## config.mk

```make
export PLATFORM = sky130hd
export DESIGN_NAME = retention_cache
export DESIGN_NICKNAME = d
export VERILOG_FILES = /design/src/rtl/rlc_pkg.sv /design/src/rtl/rlc_match.sv /design/src/rtl/rlc_victim.sv /design/src/rtl/retention_cache.sv
export SDC_FILE = /design/constraint.sdc
export NUM_CORES = 2
export LEC_CHECK = 0
export BUFFER_PORTS_ARGS = -buffer_cell sky130_fd_sc_hd__buf_2
export CAP_MARGIN = 15
export CORE_MARGIN = 10
export CORE_UTILIZATION = 60
export CTS_CLUSTER_SIZE = 16
export DETAILED_ROUTE_END_ITERATION = 16
export GPL_TIMING_DRIVEN = 0
export PLACE_DENSITY = 0.78
export REMOVE_ABC_BUFFERS = 1
export SETUP_SLACK_MARGIN = 0.05
export SLEW_MARGIN = 20
export SYNTH_ARGS = -nofsm -noshare
export SYNTH_HDL_FRONTEND = slang
export SYNTH_SLANG_ARGS = --single-unit
```

## constraint.sdc

```tcl
create_clock -name clk -period 49.4 [get_ports clk]
set_input_delay 0 -clock clk [delete_from_list [all_inputs] [get_ports clk]]
set_output_delay 0 -clock clk [all_outputs]
set_load 0.02 [all_outputs]
```

## src/rtl/rlc_pkg.sv

```systemverilog
package rlc_pkg;
  typedef enum logic {
    POL_FIFO = 1'b0,
    POL_LRU  = 1'b1
  } repl_pol_e;
endpackage

```

## src/rtl/rlc_match.sv

```systemverilog
module rlc_match #(
  parameter int N      = 8,
  parameter int KEY_W  = 7,
  parameter int DATA_W = 32
) (
  input  logic [N-1:0]             valid,
  input  logic [N-1:0][KEY_W-1:0]  key_tab,
  input  logic [N-1:0][DATA_W-1:0] data_tab,
  input  logic [KEY_W-1:0]         probe,
  output logic [N-1:0]             match,
  output logic                     hit,
  output logic [DATA_W-1:0]        value
);
  always_comb begin
    value = '0;
    for (int i = 0; i < N; i++) begin
      match[i] = valid[i] && (key_tab[i] == probe);
      if (match[i]) value = value | data_tab[i];
    end
    hit = |match;
  end
endmodule

```

## src/rtl/rlc_victim.sv

```systemverilog
module rlc_victim
  import rlc_pkg::*;
#(
  parameter int N        = 8,
  parameter int WR_PORTS = 2,
  parameter int STAMP_W  = 32,
  localparam int IDX_W   = $clog2(N)
) (
  input  repl_pol_e                  pol,
  input  logic [N-1:0]               valid,
  input  logic [N-1:0][STAMP_W-1:0]  stamp,
  input  logic [IDX_W-1:0]           wptr,
  input  logic [WR_PORTS-1:0]        wr_valid,
  output logic [WR_PORTS-1:0][IDX_W-1:0] slot,
  output logic [IDX_W-1:0]           ptr_next
);
  logic [N-1:0]       taken;
  logic               found;
  logic [STAMP_W-1:0] best;
  logic [IDX_W-1:0]   pick;
  int                 cnt;

  always_comb begin
    taken = '0;
    cnt   = 0;
    found = 1'b0;
    best  = '0;
    pick  = '0;
    for (int p = 0; p < WR_PORTS; p++) begin
      slot[p] = '0;
      if (wr_valid[p]) begin
        pick = '0;
        if (pol == POL_FIFO) begin
          pick = IDX_W'((int'(wptr) + cnt) % N);
        end else begin
          found = 1'b0;
          for (int i = 0; i < N; i++) begin
            if (!found && !valid[i] && !taken[i]) begin
              pick  = IDX_W'(i);
              found = 1'b1;
            end
          end
          if (!found) begin
            best = '0;
            for (int i = 0; i < N; i++) begin
              if (!taken[i] && (!found || stamp[i] < best)) begin
                best  = stamp[i];
                pick  = IDX_W'(i);
                found = 1'b1;
              end
            end
          end
        end
        slot[p]     = pick;
        taken[pick] = 1'b1;
        cnt         = cnt + 1;
      end
    end
    ptr_next = IDX_W'((int'(wptr) + cnt) % N);
  end
endmodule

```

## src/rtl/retention_cache.sv

```systemverilog
module retention_cache
  import rlc_pkg::*;
#(
  parameter int N        = 8,
  parameter int KEY_W    = 7,
  parameter int DATA_W   = 32,
  parameter int WR_PORTS = 2,
  parameter int RD_PORTS = 2,
  parameter int STAMP_W  = 32
) (
  input  logic                             clk,
  input  logic                             rst,
  input  logic                             lru_mode,
  input  logic                             flush,
  input  logic                             commit_valid,
  input  logic [KEY_W-1:0]                 commit_key,
  input  logic [WR_PORTS-1:0]              wr_valid,
  input  logic [WR_PORTS-1:0][KEY_W-1:0]   wr_key,
  input  logic [WR_PORTS-1:0][DATA_W-1:0]  wr_data,
  input  logic [RD_PORTS-1:0]              rd_valid,
  input  logic [RD_PORTS-1:0][KEY_W-1:0]   rd_key,
  output logic [RD_PORTS-1:0]              rd_hit,
  output logic [RD_PORTS-1:0][DATA_W-1:0]  rd_data
);
  localparam int IDX_W = $clog2(N);

  repl_pol_e                   pol;
  logic [N-1:0]                valid_q;
  logic [N-1:0][KEY_W-1:0]     key_q;
  logic [N-1:0][DATA_W-1:0]    data_q;
  logic [N-1:0][STAMP_W-1:0]   stamp_q;
  logic [IDX_W-1:0]            wptr_q;
  logic [STAMP_W-1:0]          tick_q;

  logic [N-1:0]                rmatch [RD_PORTS];
  logic [RD_PORTS-1:0]         rhit;
  logic [DATA_W-1:0]           rval   [RD_PORTS];
  logic [N-1:0]                cmatch;
  logic [WR_PORTS-1:0][IDX_W-1:0] slot;
  logic [IDX_W-1:0]            ptr_next;

  assign pol = repl_pol_e'(lru_mode);

  // Associative probe, one comparator bank per read port
  for (genvar p = 0; p < RD_PORTS; p++) begin : g_probe
    rlc_match #(.N(N), .KEY_W(KEY_W), .DATA_W(DATA_W)) i_match (
      .valid   (valid_q),
      .key_tab (key_q),
      .data_tab(data_q),
      .probe   (rd_key[p]),
      .match   (rmatch[p]),
      .hit     (rhit[p]),
      .value   (rval[p])
    );
  end

  // Commit comparator bank
  always_comb begin
    for (int i = 0; i < N; i++)
      cmatch[i] = valid_q[i] && (key_q[i] == commit_key);
  end

  rlc_victim #(.N(N), .WR_PORTS(WR_PORTS), .STAMP_W(STAMP_W)) i_victim (
    .pol     (pol),
    .valid   (valid_q),
    .stamp   (stamp_q),
    .wptr    (wptr_q),
    .wr_valid(wr_valid),
    .slot    (slot),
    .ptr_next(ptr_next)
  );

  // Valid bits, ring pointer and use clock
  always_ff @(posedge clk) begin
    if (rst) begin
      valid_q <= '0;
      wptr_q  <= '0;
      tick_q  <= '0;
    end else begin
      tick_q <= tick_q + 1'b1;
      if (flush) begin
        valid_q <= '0;
        wptr_q  <= '0;
      end else begin
        if (pol == POL_LRU && commit_valid) valid_q <= valid_q & ~cmatch;
        for (int p = 0; p < WR_PORTS; p++)
          if (wr_valid[p]) valid_q[slot[p]] <= 1'b1;
        wptr_q <= ptr_next;
      end
    end
  end

  // Entry payload: keys, values and last-use stamps (no reset needed)
  always_ff @(posedge clk) begin
    for (int p = 0; p < RD_PORTS; p++)
      if (!flush && pol == POL_LRU && rd_valid[p] && rhit[p])
        for (int i = 0; i < N; i++)
          if (rmatch[p][i]) stamp_q[i] <= tick_q;
    for (int p = 0; p < WR_PORTS; p++) begin
      if (wr_valid[p]) begin
        key_q[slot[p]]   <= wr_key[p];
        data_q[slot[p]]  <= wr_data[p];
        stamp_q[slot[p]] <= tick_q;
      end
    end
  end

  // Registered probe results
  always_ff @(posedge clk) begin
    if (rst) begin
      rd_hit  <= '0;
      rd_data <= '0;
    end else begin
      for (int p = 0; p < RD_PORTS; p++) begin
        rd_hit[p]  <= rd_valid[p] && rhit[p];
        rd_data[p] <= (rd_valid[p] && rhit[p]) ? rval[p] : '0;
      end
    end
  end


  for (genvar p = 0; p < RD_PORTS; p++) begin : g_chk
    hit_needs_probe_chk: assert property (@(posedge clk) disable iff (rst)
      rd_hit[p] |-> $past(rd_valid[p]));

    key_unique_chk: assert property (@(posedge clk) disable iff (rst)
      rd_valid[p] |-> $onehot0(rmatch[p]));
  end


  flush_empty_chk: assert property (@(posedge clk) disable iff (rst)
    flush |=> (valid_q == '0));


  fifo_no_shrink_chk: assert property (@(posedge clk) disable iff (rst)
    (pol == POL_FIFO && !flush) |=> ($countones(valid_q) >= $countones($past(valid_q))));


  lru_free_first_chk: assert property (@(posedge clk) disable iff (rst)
    (pol == POL_LRU && !flush && !commit_valid &&
     (N - $countones(valid_q)) >= $countones(wr_valid))
    |=> ($countones(valid_q) == $countones($past(valid_q)) + $countones($past(wr_valid))));
endmodule

```

==> impl_metrics.env <==
export IMPL_status="completed"
export IMPL_slew_violations=0
export IMPL_hpwl_um=109000
export IMPL_cts_tree="yes"
export IMPL_final_cell_mix="mux2i_1, dfxtp_1, ha_1"
export IMPL_portBuffers=173
export IMPL_critPathSlowestCell="nor3_1"
export IMPL_use_met2_pct=54.2
export IMPL_arrival_ns=47.83
export IMPL_finalHoldViolCount=0
export IMPL_die_area_um2=88400
export IMPL_skew_ns=0.0720
export IMPL_synth_area_um2=46100
export IMPL_first_global_vias=41400
export IMPL_maxCapViolations=0
export IMPL_synth_top_family_by_area="multiplexers"
export IMPL_busiest_layer="met2"
export IMPL_drcViolationCount=0
export IMPL_synth_mux_area_share_pct=24.4
export IMPL_numCtsBuffers=77
export IMPL_syn_avg_cell_area_um2=9.28
export IMPL_syn_inst=4970
export IMPL_yosysSeqAreaShare_pct=29.4
export IMPL_first_iter_violations=4934
export IMPL_synth_edf_count=0
export IMPL_irDropWorstVdd_uv=73.8
export IMPL_cts_sinks=677
export IMPL_firstDrtPassIters=7
export IMPL_stdcell_count=6243
export IMPL_fin_tns_setup_ns=0
export IMPL_layout_min_cycle_time_ns=47.23
export IMPL_grt_usage_pct=33.9
export IMPL_rows=101
export IMPL_final_common_cell="mux2i_1"
export IMPL_tightest_slew_ns=1.12
export IMPL_die_w_um=297
export IMPL_clk_pin_slew_ns=0.06
export IMPL_yosysTopAreaCellShare_pct=29.4
export IMPL_overflow=0
export IMPL_critical_path_class="reg -> reg"
export IMPL_timing_critical_path_mode_cell="a21oi_1"
export IMPL_startpoint_type="flip-flop"
export IMPL_p_leak_nw=23.2
export IMPL_area_sequential_um2=13600
export IMPL_synth_compound_area_share_pct=15.5
export IMPL_drt_total_wl_um=160000
export IMPL_max_freq_mhz=21.2
export IMPL_clockRootBuffer="clkbuf_16"
export IMPL_critPathMaxStageDelay_ns=0.68
export IMPL_antenna_found_initial=7
export IMPL_insertion_delay_ns=0.71
export IMPL_grt_max_degree=44
export IMPL_cts_buffer_depth=3
export IMPL_synth_seq_cells=677
export IMPL_dp_cells=5930
export IMPL_grt_pass1_wl_um=241000
export IMPL_synthTopCellsByArea="dfxtp_1, mux2i_1, ha_1"
export IMPL_synth_xor_area_share_pct=3.82
export IMPL_place_gp_congestion=0.986
export IMPL_path_max_fanout=43
export IMPL_core_region_area_um2=76100
export IMPL_grt_use_met3_pct=7.22
export IMPL_whs_ns=0.0138
export IMPL_endpoint_kind="flip-flop"
export IMPL_min_period_over_period_pct=95.6
export IMPL_die_height_um=297
export IMPL_routedWlPerCell_um=25.7
export IMPL_area_delta_synth_final_pct=16.0
export IMPL_start_util_pct=60.6
export IMPL_htree_levels=3
export IMPL_grtUsageMet1_pct=41.4
export IMPL_routed_via_density=6.73
export IMPL_nets=5690
export IMPL_ys_warn_count=0
export IMPL_synth_flop_cell="dfxtp_1"
export IMPL_hp_class="in -> reg"
export IMPL_ys_types=100
export IMPL_synthSimpleGateAreaFrac_pct=9.94
export IMPL_multi_input_area_um2=30800
export IMPL_setup_viol=0
export IMPL_ios=174
export IMPL_synthAdderAreaFrac_pct=11.8
export IMPL_antenna_left=0
export IMPL_dr_total_vias=42000
export IMPL_critPathRequiredTime_ns=49.99
export IMPL_max_slew_margin_pct=24.6
export IMPL_fillerInstances=5476
export IMPL_synth_largest_area_cell="dfxtp_1"
export IMPL_final_layout_size_suffix_gt1_share_pct=16.8
export IMPL_synth_async_reset_ratio_pct=0
export IMPL_power_density_nw_per_um2=54.3
routing by layer:
metal,routed length [um],vias to the layer above
met3,17000,873
li1,-,18600
met2,70300,2731
met5,26,-
met1,61200,19800
met4,11800,4
synth_stat cells (all sizes together) (12+ instances only):
master  instances
a211oi         12
a21o           84
a21oi         264
a221oi         68
a22o           66
a22oi         139
a31oi          87
and2           18
and3           23
and4           13
buf           137
clkbuf        199
dfxtp         677
ha            431
inv           260
mux2          342
mux2i         729
nand2         267
nand2b         59
nand3          43
nand4         140
nor2          228
nor2b          54
nor3           29
nor4           13
o211ai         13
o21a           32
o21ai         195
or3            12
xnor2         168
xor2           33
final timing paths:
kind,startpoint,to,slack [ns],cells after the start
setup / recovery,stamp_q[26],key_q[32],2.17,220
hold / removal,commit_key[0],valid_q[2],0.01,5
setup reg to reg,stamp_q[26],key_q[32],2.17,220
hold reg to reg,stamp_q[6],stamp_q[6],0.51,1
registers in the layout, indices dropped and copies added, names as in the netlist:
name and flops:
data_q 256, stamp_q 256, rd_data 64, key_q 56, tick_q 32, valid_q 8
wptr_q 3, rd_hit 2
area by class of cell:
class	instances	area share [%]
clock inverter	30	1.08
timing repair buffer	434	7.75
multi-input combinational	3700	57.5
clock buffer	108	4.08
antenna	4	0.0187
sequential	677	25.3
tap	1030	2.41
inverter	260	1.82
stage by stage:
stage / utilization, % / power [mW] / setup slack (ns) / instance area (um^2)
after floorplan: - / 1.70 / -1.20 / 44700
after global routing: 70.4 / 3.06 / -0.142 / 53500
after global placement: 61.6 / 2.05 / -26.26 / 46900
final: 70.4 / 2.91 / 2.17 / 53500
after detailed placement: 64.4 / 2.17 / -0.490 / 49000
after CTS: 69.6 / 2.81 / 0.0618 / 53000
where the power goes:
part           internal [mW]  leakage, nW  switching [mW]  total [mW]
Combinational          0.605         16.3           0.910        1.52
Clock                  0.366         1.33           0.259       0.625
Sequential             0.650         5.55           0.117       0.767
Total                   1.62         23.2            1.29        2.91
what timing repair did:
action / in CTS / in global routing
resized for setup: 6 / 27
endpoints found under the setup margin: 559 / 576
endpoints found under the hold margin: 353 / 0
pin swaps: 2 / 12
setup buffers: 0 / 46
hold buffers: 122 / 0
gates cloned: 1 / 2
worst max-delay path: cells and delay by family, from the launching register on:
kind | cells | cell delay, ns
AOI/OAI and AO/OA | 106 | 24.49
and+or+nand+nor | 70 | 11.43
adders and majority gates | 14 | 4.25
buffers and inverters | 22 | 4.12
muxes | 8 | 2.31
DFF | 1 | 0.35
kinds of logic after synthesis:
kind of cell               count (synthesis)
adders and majority gates                435
muxes                                   1071
AOI/OAI and AO/OA                       1063
xor gates and xnor gates                 201
DFF                                      677
buffers and inverters                    596
and+or+nand+nor                          927
(Power assumes the default switching activity.)
